[src/rtl/rgt_pkg.sv]
package rgt_pkg;

    // Classification of the oldest outstanding request.
    typedef enum logic [1:0] {
        HS_IDLE  = 2'd0,
        HS_EARLY = 2'd1,
        HS_OPEN  = 2'd2,
        HS_LAST  = 2'd3
    } head_state_e;

    // Outcome decided for the head on the current edge.
    typedef enum logic [1:0] {
        VD_NONE    = 2'd0,
        VD_PASS    = 2'd1,
        VD_TIMEOUT = 2'd2
    } verdict_e;

endpackage

[src/rtl/rgt_queue.sv]
module rgt_queue #(
    parameter int DEPTH   = 4,
    parameter int TW      = 8,
    parameter int AW      = 3,
    parameter int AGE_MAX = 5
) (
    input  logic                         clk,
    input  logic                         rst,
    input  logic                         push_i,
    input  logic [TW-1:0]                push_tkt_i,
    input  logic                         pop_i,
    output logic                         head_valid_o,
    output logic [TW-1:0]                head_tkt_o,
    output logic [AW-1:0]                head_age_o,
    output logic                         full_o,
    output logic [$clog2(DEPTH+1)-1:0]   count_o
);

    localparam int PW = $clog2(DEPTH);
    localparam int CW = $clog2(DEPTH+1);

    logic [TW-1:0]    tkt_q [DEPTH];
    logic [AW-1:0]    age_q [DEPTH];
    logic [DEPTH-1:0] vld_q;
    logic [PW-1:0]    rd_q;
    logic [PW-1:0]    wr_q;
    logic [CW-1:0]    cnt_q;

    // Slot storage: a new entry starts at age 1 (one edge after sampling);
    // every other live entry ages by one, saturating at AGE_MAX.
    always_ff @(posedge clk) begin
        if (rst) begin
            vld_q <= '0;
            for (int i = 0; i < DEPTH; i++) begin
                tkt_q[i] <= '0;
                age_q[i] <= '0;
            end
        end else begin
            for (int i = 0; i < DEPTH; i++) begin
                if (push_i && (wr_q == PW'(i))) begin
                    vld_q[i] <= 1'b1;
                    tkt_q[i] <= push_tkt_i;
                    age_q[i] <= AW'(1);
                end else begin
                    if (pop_i && (rd_q == PW'(i))) begin
                        vld_q[i] <= 1'b0;
                    end
                    if (vld_q[i] && (age_q[i] != AW'(AGE_MAX))) begin
                        age_q[i] <= age_q[i] + AW'(1);
                    end
                end
            end
        end
    end

    always_ff @(posedge clk) begin
        if (rst) begin
            rd_q  <= '0;
            wr_q  <= '0;
            cnt_q <= '0;
        end else begin
            if (pop_i)  rd_q <= rd_q + PW'(1);
            if (push_i) wr_q <= wr_q + PW'(1);
            cnt_q <= cnt_q + CW'(push_i) - CW'(pop_i);
        end
    end

    assign head_valid_o = vld_q[rd_q];
    assign head_tkt_o   = tkt_q[rd_q];
    assign head_age_o   = age_q[rd_q];
    assign full_o       = (cnt_q == CW'(DEPTH));
    assign count_o      = cnt_q;

    // the controller never writes into a full queue
    a_r8_no_push_full: assert property (@(posedge clk) disable iff (rst)
        full_o |-> !push_i);

    // a retirement always has a live head to remove
    a_r5_pop_has_head: assert property (@(posedge clk) disable iff (rst)
        pop_i |-> head_valid_o);

    // an empty queue has no head, a non-empty one always does
    a_r4_count_head: assert property (@(posedge clk) disable iff (rst)
        (cnt_q == '0) == !head_valid_o);

    // a live head is never younger than one edge
    a_r2_head_aged: assert property (@(posedge clk) disable iff (rst)
        head_valid_o |-> (head_age_o != '0));

endmodule

[src/rtl/rgt_judge.sv]
module rgt_judge
    import rgt_pkg::*;
#(
    parameter int AW     = 3,
    parameter int WIN_LO = 1,
    parameter int WIN_HI = 5
) (
    input  logic          head_valid_i,
    input  logic [AW-1:0] head_age_i,
    input  logic          gnt_i,
    output head_state_e   state_o,
    output verdict_e      verdict_o,
    output logic          pop_o,
    output logic          stray_o
);

    // State decode of the head entry.
    always_comb begin
        if (!head_valid_i) begin
            state_o = HS_IDLE;
        end else if (head_age_i < AW'(WIN_LO)) begin
            state_o = HS_EARLY;
        end else if (head_age_i >= AW'(WIN_HI)) begin
            state_o = HS_LAST;
        end else begin
            state_o = HS_OPEN;
        end
    end

    // Transition decode: pass, timeout or stray.
    always_comb begin
        verdict_o = VD_NONE;
        stray_o   = 1'b0;
        unique case (state_o)
            HS_IDLE:  stray_o = gnt_i;
            HS_EARLY: stray_o = gnt_i;
            HS_OPEN:  if (gnt_i) verdict_o = VD_PASS;
            HS_LAST:  verdict_o = gnt_i ? VD_PASS : VD_TIMEOUT;
            default:  verdict_o = VD_NONE;
        endcase
        pop_o = (verdict_o != VD_NONE);
    end

endmodule

[src/rtl/rg_ticket_monitor.sv]
module rg_ticket_monitor
    import rgt_pkg::*;
#(
    parameter int DEPTH  = 4,
    parameter int CNT_W  = 8,
    parameter int WIN_LO = 1,
    parameter int WIN_HI = 5
) (
    input  logic             clk,
    input  logic             rst,
    input  logic             req_i,
    input  logic             gnt_i,
    output logic             pass_o,
    output logic             timeout_o,
    output logic             stray_gnt_o,
    output logic             overflow_o,
    output logic [CNT_W-1:0] ticket_o,
    output logic [CNT_W-1:0] serving_o
);

    localparam int AW  = $clog2(WIN_HI + 1);
    localparam int QCW = $clog2(DEPTH + 1);

    logic             q_full;
    logic             q_head_valid;
    logic [CNT_W-1:0] q_head_tkt;
    logic [AW-1:0]    q_head_age;
    logic [QCW-1:0]   q_count;
    logic             accept;
    logic             drop;
    logic             pop;
    logic             stray;
    head_state_e      head_state;
    verdict_e         verdict;

    logic [CNT_W-1:0] ticket_q;
    logic [CNT_W-1:0] serving_q;
    logic             pass_q;
    logic             timeout_q;
    logic             stray_q;
    logic             ovf_q;

    assign accept = req_i && !q_full;
    assign drop   = req_i && q_full;

    rgt_queue #(
        .DEPTH   (DEPTH),
        .TW      (CNT_W),
        .AW      (AW),
        .AGE_MAX (WIN_HI)
    ) u_queue (
        .clk          (clk),
        .rst          (rst),
        .push_i       (accept),
        .push_tkt_i   (ticket_q),
        .pop_i        (pop),
        .head_valid_o (q_head_valid),
        .head_tkt_o   (q_head_tkt),
        .head_age_o   (q_head_age),
        .full_o       (q_full),
        .count_o      (q_count)
    );

    rgt_judge #(
        .AW     (AW),
        .WIN_LO (WIN_LO),
        .WIN_HI (WIN_HI)
    ) u_judge (
        .head_valid_i (q_head_valid),
        .head_age_i   (q_head_age),
        .gnt_i        (gnt_i),
        .state_o      (head_state),
        .verdict_o    (verdict),
        .pop_o        (pop),
        .stray_o      (stray)
    );

    // State register: counters and registered verdict pulses.
    always_ff @(posedge clk) begin
        if (rst) begin
            ticket_q  <= '0;
            serving_q <= '0;
            pass_q    <= 1'b0;
            timeout_q <= 1'b0;
            stray_q   <= 1'b0;
            ovf_q     <= 1'b0;
        end else begin
            if (accept) ticket_q  <= ticket_q + CNT_W'(1);
            if (pop)    serving_q <= serving_q + CNT_W'(1);
            pass_q    <= (verdict == VD_PASS);
            timeout_q <= (verdict == VD_TIMEOUT);
            stray_q   <= stray;
            if (drop)   ovf_q <= 1'b1;
        end
    end

    // Output process.
    always_comb begin
        pass_o      = pass_q;
        timeout_o   = timeout_q;
        stray_gnt_o = stray_q;
        overflow_o  = ovf_q;
        ticket_o    = ticket_q;
        serving_o   = serving_q;
    end

    // an accepted request advances the ticket by exactly one
    a_r1_ticket_step: assert property (@(posedge clk) disable iff (rst)
        (req_i && !q_full) |=> (ticket_o == $past(ticket_o) + CNT_W'(1)));

    // every verdict pulse coincides with a one-step serving advance
    a_r3_serve_step: assert property (@(posedge clk) disable iff (rst)
        (pass_o || timeout_o) |-> (serving_o == $past(serving_o) + CNT_W'(1)));

    // the head of the queue is always the ticket being served
    a_r4_head_is_serving: assert property (@(posedge clk) disable iff (rst)
        q_head_valid |-> (q_head_tkt == serving_q));

    // tickets in flight equal the queue occupancy
    a_r4_in_flight: assert property (@(posedge clk) disable iff (rst)
        (ticket_q - serving_q) == CNT_W'(q_count));

    // the head never sits past the window in a state other than LAST
    a_r5_window_close: assert property (@(posedge clk) disable iff (rst)
        (head_state == HS_LAST) |-> pop);

    // an unmatched-grant pulse follows an actual grant
    a_r7_stray_needs_grant: assert property (@(posedge clk) disable iff (rst)
        stray_gnt_o |-> $past(gnt_i));

    // overflow is sticky until reset
    a_r8_overflow_sticky: assert property (@(posedge clk) disable iff (rst)
        overflow_o |=> overflow_o);

endmodule

[config.mk]
export PLATFORM = sky130hd
export DESIGN_NAME = rg_ticket_monitor
export DESIGN_NICKNAME = d
export VERILOG_FILES = /design/src/rtl/rgt_pkg.sv /design/src/rtl/rgt_queue.sv /design/src/rtl/rgt_judge.sv /design/src/rtl/rg_ticket_monitor.sv
export SDC_FILE = /design/constraint.sdc
export NUM_CORES = 1
export LEC_CHECK = 0
export ABC_AREA = 0
export ABC_CLOCK_PERIOD_IN_PS = 2700
export BUFFER_PORTS_ARGS = -buffer_cell sky130_fd_sc_hd__buf_2
export CELL_PAD_IN_SITES_DETAIL_PLACEMENT = 0
export CELL_PAD_IN_SITES_GLOBAL_PLACEMENT = 1
export CORE_MARGIN = 8
export CORE_UTILIZATION = 41
export DETAILED_ROUTE_END_ITERATION = 12
export PLACE_DENSITY = 0.84
export SYNTH_ARGS = -nofsm -noshare
export SYNTH_HDL_FRONTEND = slang
export SYNTH_SLANG_ARGS = --single-unit
[constraint.sdc]
create_clock -name clk -period 2.7 [get_ports clk]
set_clock_uncertainty 0.2 [all_clocks]
set_input_delay 0.135 -clock clk [delete_from_list [all_inputs] [get_ports clk]]
set_output_delay 0.135 -clock clk [all_outputs]
set_load 0.02 [all_outputs]
==> metrics.log <==
[metrics] outcome: finished with violations
[metrics] violations in the final reports: negative setup slack
[metrics] proportion of layout cells with a drive suffix above 1: 27.1%
[metrics] cell-by-cell listing of the critical path: or4b_4 -> nand4_1 -> maj3_2 -> nor2_4 -> xor2_2 -> ha_2 -> inv_2 -> fa_2 -> xor2_1 -> xnor2_1 -> nor2_1
[metrics] unrepaired setup endpoints after global routing: yes
[metrics] relative slew slack: 62.1%
[metrics] arithmetic-cell share of the synthesized area counting full adders, half adders and majority gates: 11.6%
[metrics] sum of internal, switching and leakage power: 2.24 mW
[metrics] Tightest Hold Check Type: in2reg
[metrics] CTS sink cnt: 45
[metrics] count of H-tree levels built during CTS: 2
[metrics] First-pass DRT Iterations: 4
[metrics] number of register bits inferred by synthesis: 45
[metrics] Crit path required time: 2.69 ns
[metrics] number of hold violations in the final report: 0
[metrics] number of nets in the layout: 314
[metrics] vias: 1,861
[metrics] synthesized instance count: 241
[metrics] number of global-route vias before repair: 1,849
[metrics] core area: 5510 sq um
[metrics] highest fanout seen on the critical path: 2
[metrics] TritonCTS clock tree: yes
[metrics] overall die height: 91.3 um
[metrics] mean routed wirelength per cell: 13.0 um
[metrics] global-route wire length before repair: 8.22 mm
[metrics] number of core rows: 27
[metrics] synthesized-area fraction occupied by ao, oa, aoi and oai cells: 8.83%
[metrics] Static Leak: 1.20 nW
[metrics] simple-gate portion of the synthesized area: 22.4%
[metrics] peak supply drop: 0.000516 V
[metrics] HPWL Detailed: 3.39 mm
[metrics] actual transition at the worst max-transition pin: 0.568 ns
[metrics] clock root cell: sky130_fd_sc_hd__clkbuf_8
[metrics] sequential cell area fraction in the yosys report: 43.9%
[metrics] maximum operating frequency: 0.369 GHz
[metrics] Layout area overhead: 23.6%
[metrics] total wire length: 4.74 mm
[metrics] Die Outline Area: 8340 sq um
[metrics] async set-reset flop share out of synthesis: 0%
[metrics] GRT Resource Usage Total: 11.8%
[metrics] crit-path max cell delay: 0.54 ns
[metrics] Post-route DRC: 0
[metrics] initial drt markers: 103
[metrics] combinational family with the most area after synthesis: simple AND/OR/NAND/NOR gates
[metrics] Initial Utilization: 42.2%
[metrics] number of antenna violations at the first check in global routing: 0
[metrics] setup TNS after final layout: -0.0131 ns
[metrics] remaining global-route overflow: 0
[metrics] Primary FF master, synth: sky130_fd_sc_hd__dfxtp_1
[metrics] Max Root-Sink Buffers: 2
[metrics] number of synthesized flops with an enable pin: 12
[metrics] post-synth net total: 265
[metrics] final critical delay including setup and external delays: 2.71 ns
[metrics] final number of max-transition violations: 0
[metrics] critical path class: reg2reg
[metrics] top-level I/O count: 24
[metrics] power density cells: 781 nW/um^2
[metrics] residual antenna-violating net count after detailed routing: 0
[metrics] CP max-delay cell: sky130_fd_sc_hd__or4b_4
[metrics] number of maximum-capacitance violations: 0
[metrics] number of clock buffers inserted by TritonCTS: 5
[metrics] ratio of routed vias to standard cells: 5.13
[metrics] antenna diode count: 0
[metrics] Avg Inst Size Synth: 9.65 sq um
[metrics] Final WS setup: -0.0131 ns
[metrics] largest net degree at the start of global routing: 31
[metrics] startpoint types: register
[metrics] multiplexer area fraction after synthesis: 4.31%
[metrics] Routability Congestion: 0.774
[metrics] Setup violations, final: 1
[metrics] count of unique library cells instantiated by Yosys: 38
[metrics] WP data arrival: 2.71 ns
[metrics] Worst setup EP type: register
[metrics] number of warnings issued by yosys: 0
[metrics] period utilization: 100%
[metrics] clock-pin slew reported for the worst setup and hold paths after clock tree synthesis: 0.09 ns
[metrics] Netlist Area Pre-Place: 2320 sq um
[metrics] most common cell after layout, fill and taps aside: sky130_fd_sc_hd__nor2_1
[metrics] width of the die: 91.3 um
[metrics] most frequent cells in the layout: sky130_fd_sc_hd__nor2_1 (33), sky130_fd_sc_hd__dfxtp_1 (31), sky130_fd_sc_hd__buf_4 (27)
[metrics] clock latency at the later pin of the worst-skew pair: 0.30 ns
[metrics] input/output buffers: 23
[metrics] synthesized-area fraction occupied by xor and xnor cells: 5.27%
[metrics] total of fill cells in the finished design: 511
[critical path: cells and delay by family (launching register included)]
kind / cells / cell delay, ns
buffers and inverters: 1 / 0.03
adder cells (fa/ha/maj): 3 / 0.75
flip-flops: 1 / 0.41
AND/OR/NAND/NOR: 4 / 0.78
XOR/XNOR: 3 / 0.43
[per-layer routing]
| layer | up-vias | track usage, % | part of all wire (%) |
|---|---|---|---|
| li1 | 953 | - | - |
| met1 | 869 | 13.8 | 44 |
| met2 | 30 | 20.2 | 50 |
| met3 | 9 | 2.30 | 3.7 |
| met4 | 0 | 5.73 | 2.4 |
| met5 | - | 0 | 0 |
[power by group]
group,switching [mW],internal [mW]
clock network,0.236,0.372
logic,0.397,0.366
registers,0.0792,0.792
[timing repair]
action,CTS,global route
setup endpoints to repair,1,8
hold endpoints to repair,4,0
resized for setup,6,4
pin swaps,4,4
hold buffers,2,0
setup buffers,7,2
[synth_stat cells, types with 2 or more instances]
cell type / number / area, sq um
sky130_fd_sc_hd__and3_1: 7 / 43.8
sky130_fd_sc_hd__mux2i_1: 4 / 40.0
sky130_fd_sc_hd__a21oi_1: 13 / 65.1
sky130_fd_sc_hd__nor4_1: 9 / 56.3
sky130_fd_sc_hd__o21ai_0: 7 / 35.0
sky130_fd_sc_hd__nor2_1: 33 / 124
sky130_fd_sc_hd__nand2_1: 22 / 82.6
sky130_fd_sc_hd__dfxtp_1: 33 / 661
sky130_fd_sc_hd__ha_1: 19 / 238
sky130_fd_sc_hd__or4b_1: 2 / 20.0
sky130_fd_sc_hd__o31ai_1: 4 / 30.0
sky130_fd_sc_hd__or4_1: 5 / 37.5
sky130_fd_sc_hd__a311oi_2: 4 / 60.1
sky130_fd_sc_hd__nand4_1: 5 / 31.3
sky130_fd_sc_hd__and2_1: 2 / 12.5
sky130_fd_sc_hd__buf_1: 2 / 7.51
sky130_fd_sc_hd__xor2_1: 7 / 61.3
sky130_fd_sc_hd__nor3b_1: 2 / 15.0
sky130_fd_sc_hd__xnor2_1: 7 / 61.3
sky130_fd_sc_hd__nor3_1: 4 / 20.0
sky130_fd_sc_hd__inv_1: 12 / 45.0
sky130_fd_sc_hd__edfxtp_1: 12 / 360
sky130_fd_sc_hd__clkbuf_1: 7 / 26.3
sky130_fd_sc_hd__mux2_2: 3 / 33.8
sky130_fd_sc_hd__nor2b_1: 3 / 18.8
[stage by stage]
step           hold slack [ns]  instances  util (%)  cell area [sq um]  worst slack, ns
2_1_floorplan           0.0111        241         -               2330           -0.110
3_3_place_gp             0.113        344      47.6               2620           0.0119
3_5_place_dp             0.119        344      47.6               2620          -0.0725
4_1_cts                  0.122        361      51.6               2840          -0.0553
5_1_grt                  0.173        363      52.2               2870           -0.155
6_report                 0.132        363      52.2               2870          -0.0131
[state kept, by name, summed over array words and instances (netlist names), named ones only]
register / count
overflow_o: 1
pass_o: 1
serving_o: 8
stray_gnt_o: 1
ticket_o: 8
timeout_o: 1
u_queue.age_q: 12
u_queue.count_o: 3
u_queue.rd_q: 2
u_queue.vld_q: 4
u_queue.wr_q: 2
[layout make-up]
cell class	instances	area (sq um)	area share (%)
Multi-Input combinational cell	174	1240	43.1
Tap cell	72	90.1	3.14
Inverter	12	45.0	1.57
Clock buffer	5	68.8	2.40
Timing Repair Buffer	52	338	11.8
Sequential cell	45	1020	35.6
Clock inverter	3	68.8	2.40
[path summary, 6_finish.rpt]
kind	startpoint	endpoint	slack (ns)	cells past startpoint
worst min-delay path	rst	serving_o[0]	0.13	2
worst max-delay path	u_queue.age_q[2][1]	u_queue.count_o[2]	-0.01	11
worst max register to register	u_queue.age_q[2][1]	u_queue.count_o[2]	-0.01	11
worst min register to register	overflow_o	overflow_o	0.28	2
[kinds of logic (layout without fill, tap and decap cells)]
| group | count (synthesis) | after routing |
|---|---|---|
| muxes | 8 | 8 |
| adders and majority gates | 21 | 21 |
| xor gates and xnor gates | 14 | 14 |
| AOI/OAI and AO/OA | 30 | 30 |
| and+or+nand+nor | 101 | 101 |
| buffers and inverters | 22 | 72 |
| DFF | 45 | 45 |
Note: power is estimated with default switching activity, not from simulation.
